File: src/rtl/fl_ctrl.sv
module fl_ctrl #(
  parameter int ALLOC_W = 4,
  parameter int REL_W   = 4,
  parameter int DEPTH   = 32,
  parameter int AW      = 5,
  parameter int PW      = 6
) (
  input  logic                          clk,
  input  logic                          rstN,
  input  logic [ALLOC_W-1:0]            allocReq,
  input  logic [REL_W-1:0]              relValid,
  input  logic                          redirectValid,
  input  logic [PW-1:0]                 redirectPtr,
  output logic [ALLOC_W-1:0]            canAlloc,
  output logic [ALLOC_W-1:0][PW-1:0]    allocPtr,
  output logic [REL_W-1:0][AW-1:0]      relIdx
);

  logic [PW-1:0] headQ;
  logic [PW-1:0] tailQ;
  logic [PW-1:0] freeCnt;
  logic [PW-1:0] grantCnt;
  logic [PW-1:0] reqBefore [ALLOC_W+1];
  logic [PW-1:0] relBefore [REL_W+1];

  assign freeCnt = tailQ - headQ;

  // running count of requesting slots below each slot
  always_comb begin
    reqBefore[0] = '0;
    for (int k = 0; k < ALLOC_W; k++) begin
      reqBefore[k+1] = reqBefore[k] + PW'(allocReq[k]);
    end
  end

  // running count of valid releases below each release slot
  always_comb begin
    relBefore[0] = '0;
    for (int j = 0; j < REL_W; j++) begin
      relBefore[j+1] = relBefore[j] + PW'(relValid[j]);
    end
  end

  for (genvar k = 0; k < ALLOC_W; k++) begin : gSlot
    assign canAlloc[k] = !redirectValid && (freeCnt > reqBefore[k]);
    assign allocPtr[k] = headQ + reqBefore[k];
  end

  for (genvar j = 0; j < REL_W; j++) begin : gRel
    assign relIdx[j] = AW'(tailQ + relBefore[j]);
  end

  always_comb begin
    grantCnt = '0;
    for (int k = 0; k < ALLOC_W; k++) begin
      grantCnt = grantCnt + PW'(allocReq[k] & canAlloc[k]);
    end
  end

  always_ff @(posedge clk) begin
    if (!rstN) begin
      headQ <= '0;
      tailQ <= PW'(DEPTH);
    end else begin
      tailQ <= tailQ + relBefore[REL_W];
      if (redirectValid) headQ <= redirectPtr;
      else               headQ <= headQ + grantCnt;
    end
  end

endmodule

File: src/rtl/fl_store.sv
module fl_store #(
  parameter int ALLOC_W = 4,
  parameter int REL_W   = 4,
  parameter int DEPTH   = 32,
  parameter int AW      = 5,
  parameter int PREG_W  = 6,
  parameter int BASE    = 32
) (
  input  logic                              clk,
  input  logic                              rstN,
  input  logic [ALLOC_W-1:0][AW-1:0]        allocIdx,
  input  logic [REL_W-1:0]                  relValid,
  input  logic [REL_W-1:0][AW-1:0]          relIdx,
  input  logic [REL_W-1:0][PREG_W-1:0]      relPreg,
  output logic [ALLOC_W-1:0][PREG_W-1:0]    allocPreg
);

  logic [PREG_W-1:0] slotMem [DEPTH];

  always_ff @(posedge clk) begin
    if (!rstN) begin
      for (int i = 0; i < DEPTH; i++) begin
        slotMem[i] <= PREG_W'(BASE + i);
      end
    end else begin
      for (int j = 0; j < REL_W; j++) begin
        if (relValid[j]) slotMem[relIdx[j]] <= relPreg[j];
      end
    end
  end

  for (genvar k = 0; k < ALLOC_W; k++) begin : gRead
    assign allocPreg[k] = slotMem[allocIdx[k]];
  end

endmodule

File: src/rtl/preg_free_list.sv
module preg_free_list #(
  parameter int NUM_PREGS     = 64,
  parameter int NUM_ARCH_REGS = 32,
  parameter int ALLOC_W       = 4,
  parameter int REL_W         = 4,
  localparam int DEPTH        = NUM_PREGS - NUM_ARCH_REGS,
  localparam int AW           = $clog2(DEPTH),
  localparam int PW           = AW + 1,
  localparam int PREG_W       = $clog2(NUM_PREGS)
) (
  input  logic                              clk,
  input  logic                              rstN,
  input  logic [ALLOC_W-1:0]                allocReq,
  output logic [ALLOC_W-1:0]                canAlloc,
  output logic [ALLOC_W-1:0][PREG_W-1:0]    allocPreg,
  output logic [ALLOC_W-1:0][PW-1:0]        allocPtr,
  input  logic [REL_W-1:0]                  relValid,
  input  logic [REL_W-1:0][PREG_W-1:0]      relPreg,
  input  logic                              redirectValid,
  input  logic [PW-1:0]                     redirectPtr
);

  logic [ALLOC_W-1:0][AW-1:0] allocIdx;
  logic [REL_W-1:0][AW-1:0]   relIdx;

  for (genvar k = 0; k < ALLOC_W; k++) begin : gIdx
    assign allocIdx[k] = allocPtr[k][AW-1:0];
  end

  fl_ctrl #(
    .ALLOC_W(ALLOC_W), .REL_W(REL_W), .DEPTH(DEPTH), .AW(AW), .PW(PW)
  ) uCtrl (
    .clk          (clk),
    .rstN         (rstN),
    .allocReq     (allocReq),
    .relValid     (relValid),
    .redirectValid(redirectValid),
    .redirectPtr  (redirectPtr),
    .canAlloc     (canAlloc),
    .allocPtr     (allocPtr),
    .relIdx       (relIdx)
  );

  fl_store #(
    .ALLOC_W(ALLOC_W), .REL_W(REL_W), .DEPTH(DEPTH), .AW(AW),
    .PREG_W(PREG_W), .BASE(NUM_ARCH_REGS)
  ) uStore (
    .clk      (clk),
    .rstN     (rstN),
    .allocIdx (allocIdx),
    .relValid (relValid),
    .relIdx   (relIdx),
    .relPreg  (relPreg),
    .allocPreg(allocPreg)
  );

endmodule

File: config.mk
export PLATFORM = sky130hd
export DESIGN_NAME = preg_free_list
export DESIGN_NICKNAME = d
export VERILOG_FILES = /design/src/rtl/fl_ctrl.sv /design/src/rtl/fl_store.sv /design/src/rtl/preg_free_list.sv
export SDC_FILE = /design/constraint.sdc
export NUM_CORES = 1
export LEC_CHECK = 0
export BUFFER_PORTS_ARGS = -buffer_cell sky130_fd_sc_hd__buf_2
export CAP_MARGIN = 25
export CORE_MARGIN = 3
export CORE_UTILIZATION = 28
export CTS_CLUSTER_SIZE = 28
export DETAILED_ROUTE_END_ITERATION = 16
export GPL_TIMING_DRIVEN = 0
export PLACE_DENSITY = 0.44
export SKIP_LAST_GASP = 1
export SYNTH_ARGS = -nofsm -noshare
export SYNTH_HDL_FRONTEND = slang
export SYNTH_SLANG_ARGS = --single-unit
File: constraint.sdc
create_clock -name clk -period 5.87 [get_ports clk]
set_input_delay 0.587 -clock clk [delete_from_list [all_inputs] [get_ports clk]]
set_output_delay 0.587 -clock clk [all_outputs]
set_load 0.02 [all_outputs]
==> flow_metrics.py, run 1 <==
metrics = {
    "timing": {
        "hold_violations": 0,
        "slew_headroom_pct": 18.0,
        "fmax_ghz": 0.175,
        "timing.final.crit_share_pct": 97.3,
        "tightestPinTransition_ns": 1.23,
        "drv_slew": 0,
        "finalSetupViolations": 0,
        "fin_crit_ns": 5.71,
        "rsz0062_at_grt": "false",
        "tns_ns": 0,
        "clock_skew_ns": 0.0524,
    },
    "cts": {
        "cts_setup_buffers": 0,
        "htreeDepth": 1,
        "cts.sinks": 204,
        "cts_tree": "yes",
        "cts-buffers-inserted": 24,
        "cts-root-buf": "clkbuf_16",
        "insertion_delay_ns": 0.55,
        "path_clk_slew_ns": 0.06,
        "cts.path.max_buffers": 3,
    },
    "worst_hold_path": {
        "hold_start": "redirectPtr[0]",
        "hold_path_end": "uCtrl.headQ[0]",
        "holdPathStages": 3,
        "hold_path.class": "primary input to flip-flop",
    },
    "routing": {
        "via_count": 23411,
        "drt-initial-drc-count": 3669,
        "drtAntennaViolNets": 0,
        "first_pass_iters": 6,
        "wirelength_mm": 160,
        "drc_errors": 0,
        "wl_per_cell_um": 46.9,
        "vias_per_cell": 6.84,
    },
    "power_and_ir_drop": {
        "p_int_w": 0.00421,
        "clkPwrFrac_pct": 17.5,
        "switchingPower_w": 0.00404,
        "netSwitchingFraction_pct": 49.0,
        "leakage_nw": 7.76,
        "power_frac_seq_pct": 23.7,
        "vdd_drop_max_uv": 232,
        "p_total_w": 0.00825,
        "p_per_area_nw_per_um2": 331,
        "comb_power_share_pct": 58.8,
    },
    "yosys": {
        "synth_cell_types": 107,
        "ys.warnings.count": 0,
        "syn_inst": 2225,
        "synth_top_area_share_pct": 26.2,
        "ys_ff_latch": 204,
        "synth_ff_type": "edfxtp_1",
        "netlist_area_um2": 22000,
        "async_flop_share_pct": 0,
        "synth_edf_count": 192,
        "synth_nets": 2310,
        "yosysSeqAreaShare_pct": 27.3,
        "avgSynthCellArea_um2": 9.90,
        "synth_largest_area_cell": "edfxtp_1",
        "synth_area_leaders": "edfxtp_1 26%, mux4_2 25%, nand2_1 4.8%, nor2_1 3.0%, o21ai_0 2.9%",
    },
    "floorplanning": {
        "die-area_um2": 82100,
        "core-area_um2": 77700,
        "ios": 93,
        "die_x_um": 286,
        "die_h_um": 286,
        "rows": 102,
        "initial_core_util_pct": 28.3,
    },
    "setup_path": {
        "r2r_start": "uCtrl.headQ[1]",
        "r2r_slack_ns": 0.44,
        "worst-path-max-fanout": 10,
        "critPathKind": "flip-flop to output pin",
        "r2r_end": "uCtrl.headQ[4]",
        "r2r_cells": 19,
        "cp.required_ns": 5.28,
        "worst_ep_arrival_time_ns": 5.12,
        "start_kind": "flip-flop",
        "critPathCaptureType": "output pin",
    },
    "global_route": {
        "antenna_found_initial": 16,
        "first_global_vias": 21572,
        "grt_start_max_net_pins": 15,
        "grt_usage_pct": 38.2,
        "grt_pass1_wl_mm": 209,
        "gr-total-overflow": 0,
    },
    "placed_design": {
        "hpwl_mm": 134,
        "gp_congestion": 1.06,
        "io_buffers": 83,
    },
    "run": {
        "cap_violations": 0,
    },
    "finish": {
        "area_delta_synth_final_pct": 13.0,
        "drive_gt1_share_pct": 24.6,
        "layout.nets": 2448,
    },
    "run_status": {
        "status": "complete, no violations",
    },
}
-- metrics by stage --
stage	utilization, %	worst slack [ns]	cell area [um2]	hold WS [ns]	instances
2_1_floorplan	-	0.884	22000	0.487	2225
3_3_place_gp	30.5	-0.175	23700	0.735	3348
3_5_place_dp	31.0	-0.0735	24100	0.744	3375
4_1_cts	32.0	0.208	24800	0.282	3419
5_1_grt	32.0	0.0722	24900	0.303	3421
6_report	32.0	0.160	24900	0.303	3422
-- synthesized netlist by cell type, types with 28 or more instances --
cell and n:
a21oi_1 88, a22oi_1 28, a31oi_1 81, buf_2 76
clkbuf_1 105, edfxtp_1 192, ha_1 32, inv_1 38
mux4_2 240, nand2_1 281, nand3_1 96, nor2_1 174
nor3_1 54, o211ai_1 39, o21ai_0 127, o22ai_1 48
-- layer usage --
layer | wire, um | track usage, %
met1 | 64000 | 50.6
met2 | 68600 | 57.3
met3 | 15800 | 9.02
met4 | 11900 | 21.8
met5 | 50 | 0
-- state kept, by name, summed over array words and instances, names as in the netlist --
register and count:
uCtrl.tailQ 6, uCtrl.headQ 6, uStore.slotMem 192
-- critical path: stages, from the launching register on --
cell,delay [ns]
dfxtp_1,0.61
clkbuf_1,0.21
clkdlybuf4s15_2,0.51
inv_1,0.29
fa_1,0.65
clkbuf_1,0.86
mux4_2,0.44
mux4_2,0.59
nand2_1,0.12
nand2_1,0.10
buf_2,0.18
-- worst max path at each step --
stage / slack (ns) / end / depth (start not counted) / from
2_1_floorplan: 0.88 / uCtrl.headQ[4] / 19 / uCtrl.headQ[1]
3_3_place_gp: -0.17 / allocPreg[23] / 11 / uCtrl.headQ[1]
3_5_place_dp: -0.07 / uCtrl.headQ[4] / 19 / uCtrl.headQ[1]
4_1_cts: 0.21 / allocPreg[23] / 12 / uCtrl.headQ[1]
5_1_grt: 0.07 / allocPreg[21] / 10 / uCtrl.headQ[1]
6_report: 0.16 / allocPreg[21] / 10 / uCtrl.headQ[1]
-- placed cells by master (no fill, tap or decap), types with 28 or more instances in the layout --
master | netlist | final
mux4_2 | 240 | 240
edfxtp_1 | 192 | 192
inv_1 | 38 | 38
a31oi_1 | 81 | 81
nor3_1 | 54 | 52
o21ai_0 | 127 | 127
nor2_1 | 174 | 174
o211ai_1 | 39 | 39
clkbuf_1 | 105 | 108
a21oi_1 | 88 | 88
a22oi_1 | 28 | 28
buf_2 | 76 | 163
o22ai_1 | 48 | 48
nand3_1 | 96 | 96
nand2_1 | 281 | 281
ha_1 | 32 | 32
-- power groups by stage --
stage               sequential (W)  combinational, W  clock (W)
floorplan                  0.00186           0.00277          0
detailed placement         0.00198           0.00468          0
global route               0.00196           0.00496    0.00153
finish                     0.00195           0.00485    0.00145
global placement           0.00197           0.00464          0
CTS                        0.00195           0.00469    0.00147
-- area by class of cell --
class	instances	area (um2)
Clock buffer	29	641
Timing Repair Buffer	113	767
Buffer	221	1070
Fill cell	8133	52800
Sequential cell	204	6010
Tap cell	1040	1300
Antenna cell	1	2.50
Clock inverter	15	119
Multi-Input combinational cell	1758	14800
Inverter	41	154
-- kinds of logic (layout without fill, tap and decap cells) --
group	Yosys count	in the layout	share of synthesized area [%]
and+or+nand+nor	769	769	16.9
AOI/OAI and AO/OA	668	668	21.2
buffers and inverters	263	419	5.56
muxes	249	249	25.0
DFF	204	204	27.3
adders and majority gates	44	44	2.91
xor gates and xnor gates	28	28	1.22
other	0	1	0
-- repair_timing --
action,4_1_cts,5_1_grt
endpoints found under the setup margin,7,3
hold buffers,0,0
gates resized for setup,3,1
Power figures use the tool's default switching activity.
==> run 2, diff against run 1 <==
--- a/config.mk
+++ b/config.mk
@@ -11,7 +11,7 @@
 export CORE_UTILIZATION = 28
 export CTS_CLUSTER_SIZE = 28
 export DETAILED_ROUTE_END_ITERATION = 16
-export GPL_TIMING_DRIVEN = 0
+export HOLD_SLACK_MARGIN = 0.03
 export PLACE_DENSITY = 0.44
 export SKIP_LAST_GASP = 1
 export SYNTH_ARGS = -nofsm -noshare
==> constraint.sdc (replaced) <==
create_clock -name clk -period 5.87 [get_ports clk]
set_input_delay 1.174 -clock clk [delete_from_list [all_inputs] [get_ports clk]]
set_output_delay 1.174 -clock clk [all_outputs]
set_load 0.02 [all_outputs]
==> run 2 against run 1 <==
Design area down 1.3%. Sequential share of layout area up 0.34 points. Sequential cell count unchanged. Power down 5.2%. Clock-buffer cell count down 2. Combinational power down 13%. Critical path type is now primary input to output pin. Largest cell class unchanged.
==> flow_metrics.py, run 2 (same netlist as run 1, synthesis figures left out) <==
metrics = {
    "timing": {
        "slew_headroom_pct": 20.3,
        "hold_violations": 0,
        "tns_ns": 0,
        "rsz0062_at_grt": "false",
        "drv_slew": 0,
        "tightestPinTransition_ns": 1.20,
        "timing.final.crit_share_pct": 93.3,
        "fin_crit_ns": 5.48,
        "clock_skew_ns": 0.0444,
        "fmax_ghz": 0.183,
        "finalSetupViolations": 0,
    },
    "setup_path": {
        "r2r_end": "uCtrl.headQ[4]",
        "worst_ep_arrival_time_ns": 4.30,
        "critPathCaptureType": "output pin",
        "r2r_cells": 17,
        "start_kind": "primary input",
        "worst-path-max-fanout": 49,
        "r2r_start": "uCtrl.headQ[1]",
        "r2r_slack_ns": 1.36,
        "critPathKind": "primary input to output pin",
        "cp.required_ns": 4.70,
    },
    "global_route": {
        "antenna_found_initial": 12,
        "grt_pass1_wl_mm": 173,
        "gr-total-overflow": 0,
        "grt_usage_pct": 29.9,
        "first_global_vias": 20629,
        "grt_start_max_net_pins": 57,
    },
    "power_and_ir_drop": {
        "p_per_area_nw_per_um2": 318,
        "vdd_drop_max_uv": 222,
        "p_total_w": 0.00782,
        "leakage_nw": 7.61,
    },
    "cts": {
        "htreeDepth": 1,
        "cts_tree": "yes",
        "cts.path.max_buffers": 3,
        "cts-root-buf": "clkbuf_16",
        "cts_setup_buffers": 0,
        "cts_hold_buf": 0,
        "cts_resized": 0,
        "cts-buffers-inserted": 25,
        "cts.sinks": 204,
        "insertion_delay_ns": 0.57,
        "path_clk_slew_ns": 0.07,
    },
    "floorplanning": {
        "initial_core_util_pct": 28.3,
        "die_x_um": 286,
        "die_h_um": 286,
        "ios": 93,
        "die-area_um2": 82100,
        "rows": 102,
        "core-area_um2": 77700,
    },
    "run": {
        "cap_violations": 0,
    },
    "worst_hold_path": {
        "hold_path.class": "flip-flop to flip-flop",
        "holdPathStages": 2,
        "hold_start": "uCtrl.tailQ[5]",
        "hold_path_end": "uCtrl.tailQ[5]",
    },
    "finish": {
        "seq_area_um2": 6010,
        "nFillCells": 7933,
        "mostFrequentLayoutCell": "nand2_1",
        "layout.nets": 2314,
        "drive_gt1_share_pct": 25.8,
        "top_regs": "uStore.slotMem x192, uCtrl.headQ x6, uCtrl.tailQ x6",
        "area_delta_synth_final_pct": 11.5,
        "multi_input_comb_area_um2": 14900,
        "mostFrequentLayoutCells": "281 x nand2_1, 240 x mux4_2, 192 x edfxtp_1",
        "largest_reg_flops": 192,
        "largest_register": "uStore.slotMem",
    },
    "routing": {
        "wirelength_mm": 126,
        "first_pass_iters": 8,
        "wl_per_cell_um": 38.4,
        "via_count": 22382,
        "drc_errors": 0,
        "drtAntennaViolNets": 0,
        "drt-initial-drc-count": 3764,
        "vias_per_cell": 6.80,
    },
    "placed_design": {
        "io_buffers": 92,
        "gp_congestion": 1.00,
        "hpwl_mm": 96.3,
    },
    "run_status": {
        "status": "complete, no violations",
    },
}
==> run 2: per-stage QoR <==
stage          instances  worst slack, ns  utilization, %  area, um2  hold WS, ns
5_1_grt             3287            0.267            31.6      24600        0.747
4_1_cts             3286            0.385            31.6      24500        0.699
2_1_floorplan       2225            0.501               -      22000        0.487
3_3_place_gp        3240            0.400            30.5      23700        0.678
3_5_place_dp        3241            0.404            30.5      23700        0.686
6_report            3291            0.393            31.6      24600        0.719
==> run 2: area by class of cell <==
class / count / area share [%]
Inverter: 41 / 0.626
Antenna cell: 4 / 0.0407
Clock buffer: 27 / 2.58
Multi-Input combinational cell: 1758 / 60.6
Clock inverter: 18 / 0.820
Tap cell: 1040 / 5.30
Timing Repair Buffer: 199 / 5.58
Sequential cell: 204 / 24.5
==> run 2: where the power goes <==
group          switching, W  total [W]  internal (W)
sequential         0.000226    0.00198       0.00175
combinational       0.00264    0.00423       0.00159
clock              0.000678    0.00161      0.000928
total               0.00355    0.00782       0.00427
==> run 2: how the worst max path moves through the flow <==
stage | from | to | cells past startpoint | slack [ns]
after floorplan | allocReq[0] | allocPreg[20] | 12 | 0.50
after global placement | allocReq[0] | allocPreg[21] | 13 | 0.40
after detailed placement | allocReq[0] | allocPreg[21] | 11 | 0.40
after CTS | allocReq[0] | allocPreg[21] | 11 | 0.39
after global routing | allocReq[0] | allocPreg[21] | 13 | 0.27
final | allocReq[0] | allocPreg[21] | 13 | 0.39
==> run 2: routing by layer <==
layer | part of all wire (%) | vias to the layer above | track usage, %
met3 | 13 | 385 | 8.39
met1 | 40 | 11137 | 41.4
met4 | 6.4 | 2 | 13.8
met2 | 41 | 1928 | 43.3
li1 | - | 8930 | -
met5 | 0.0071 | - | 0
==> run 2: worst max-delay path: stages <==
cell,delay [ns]
buf_2,0.15
inv_1,0.08
fa_1,0.48
inv_1,0.13
ha_4,0.14
inv_1,0.05
fa_2,0.56
buf_12,0.27
mux4_2,0.34
mux4_2,0.54
nand2_1,0.10
nand2_1,0.08
buf_2,0.17
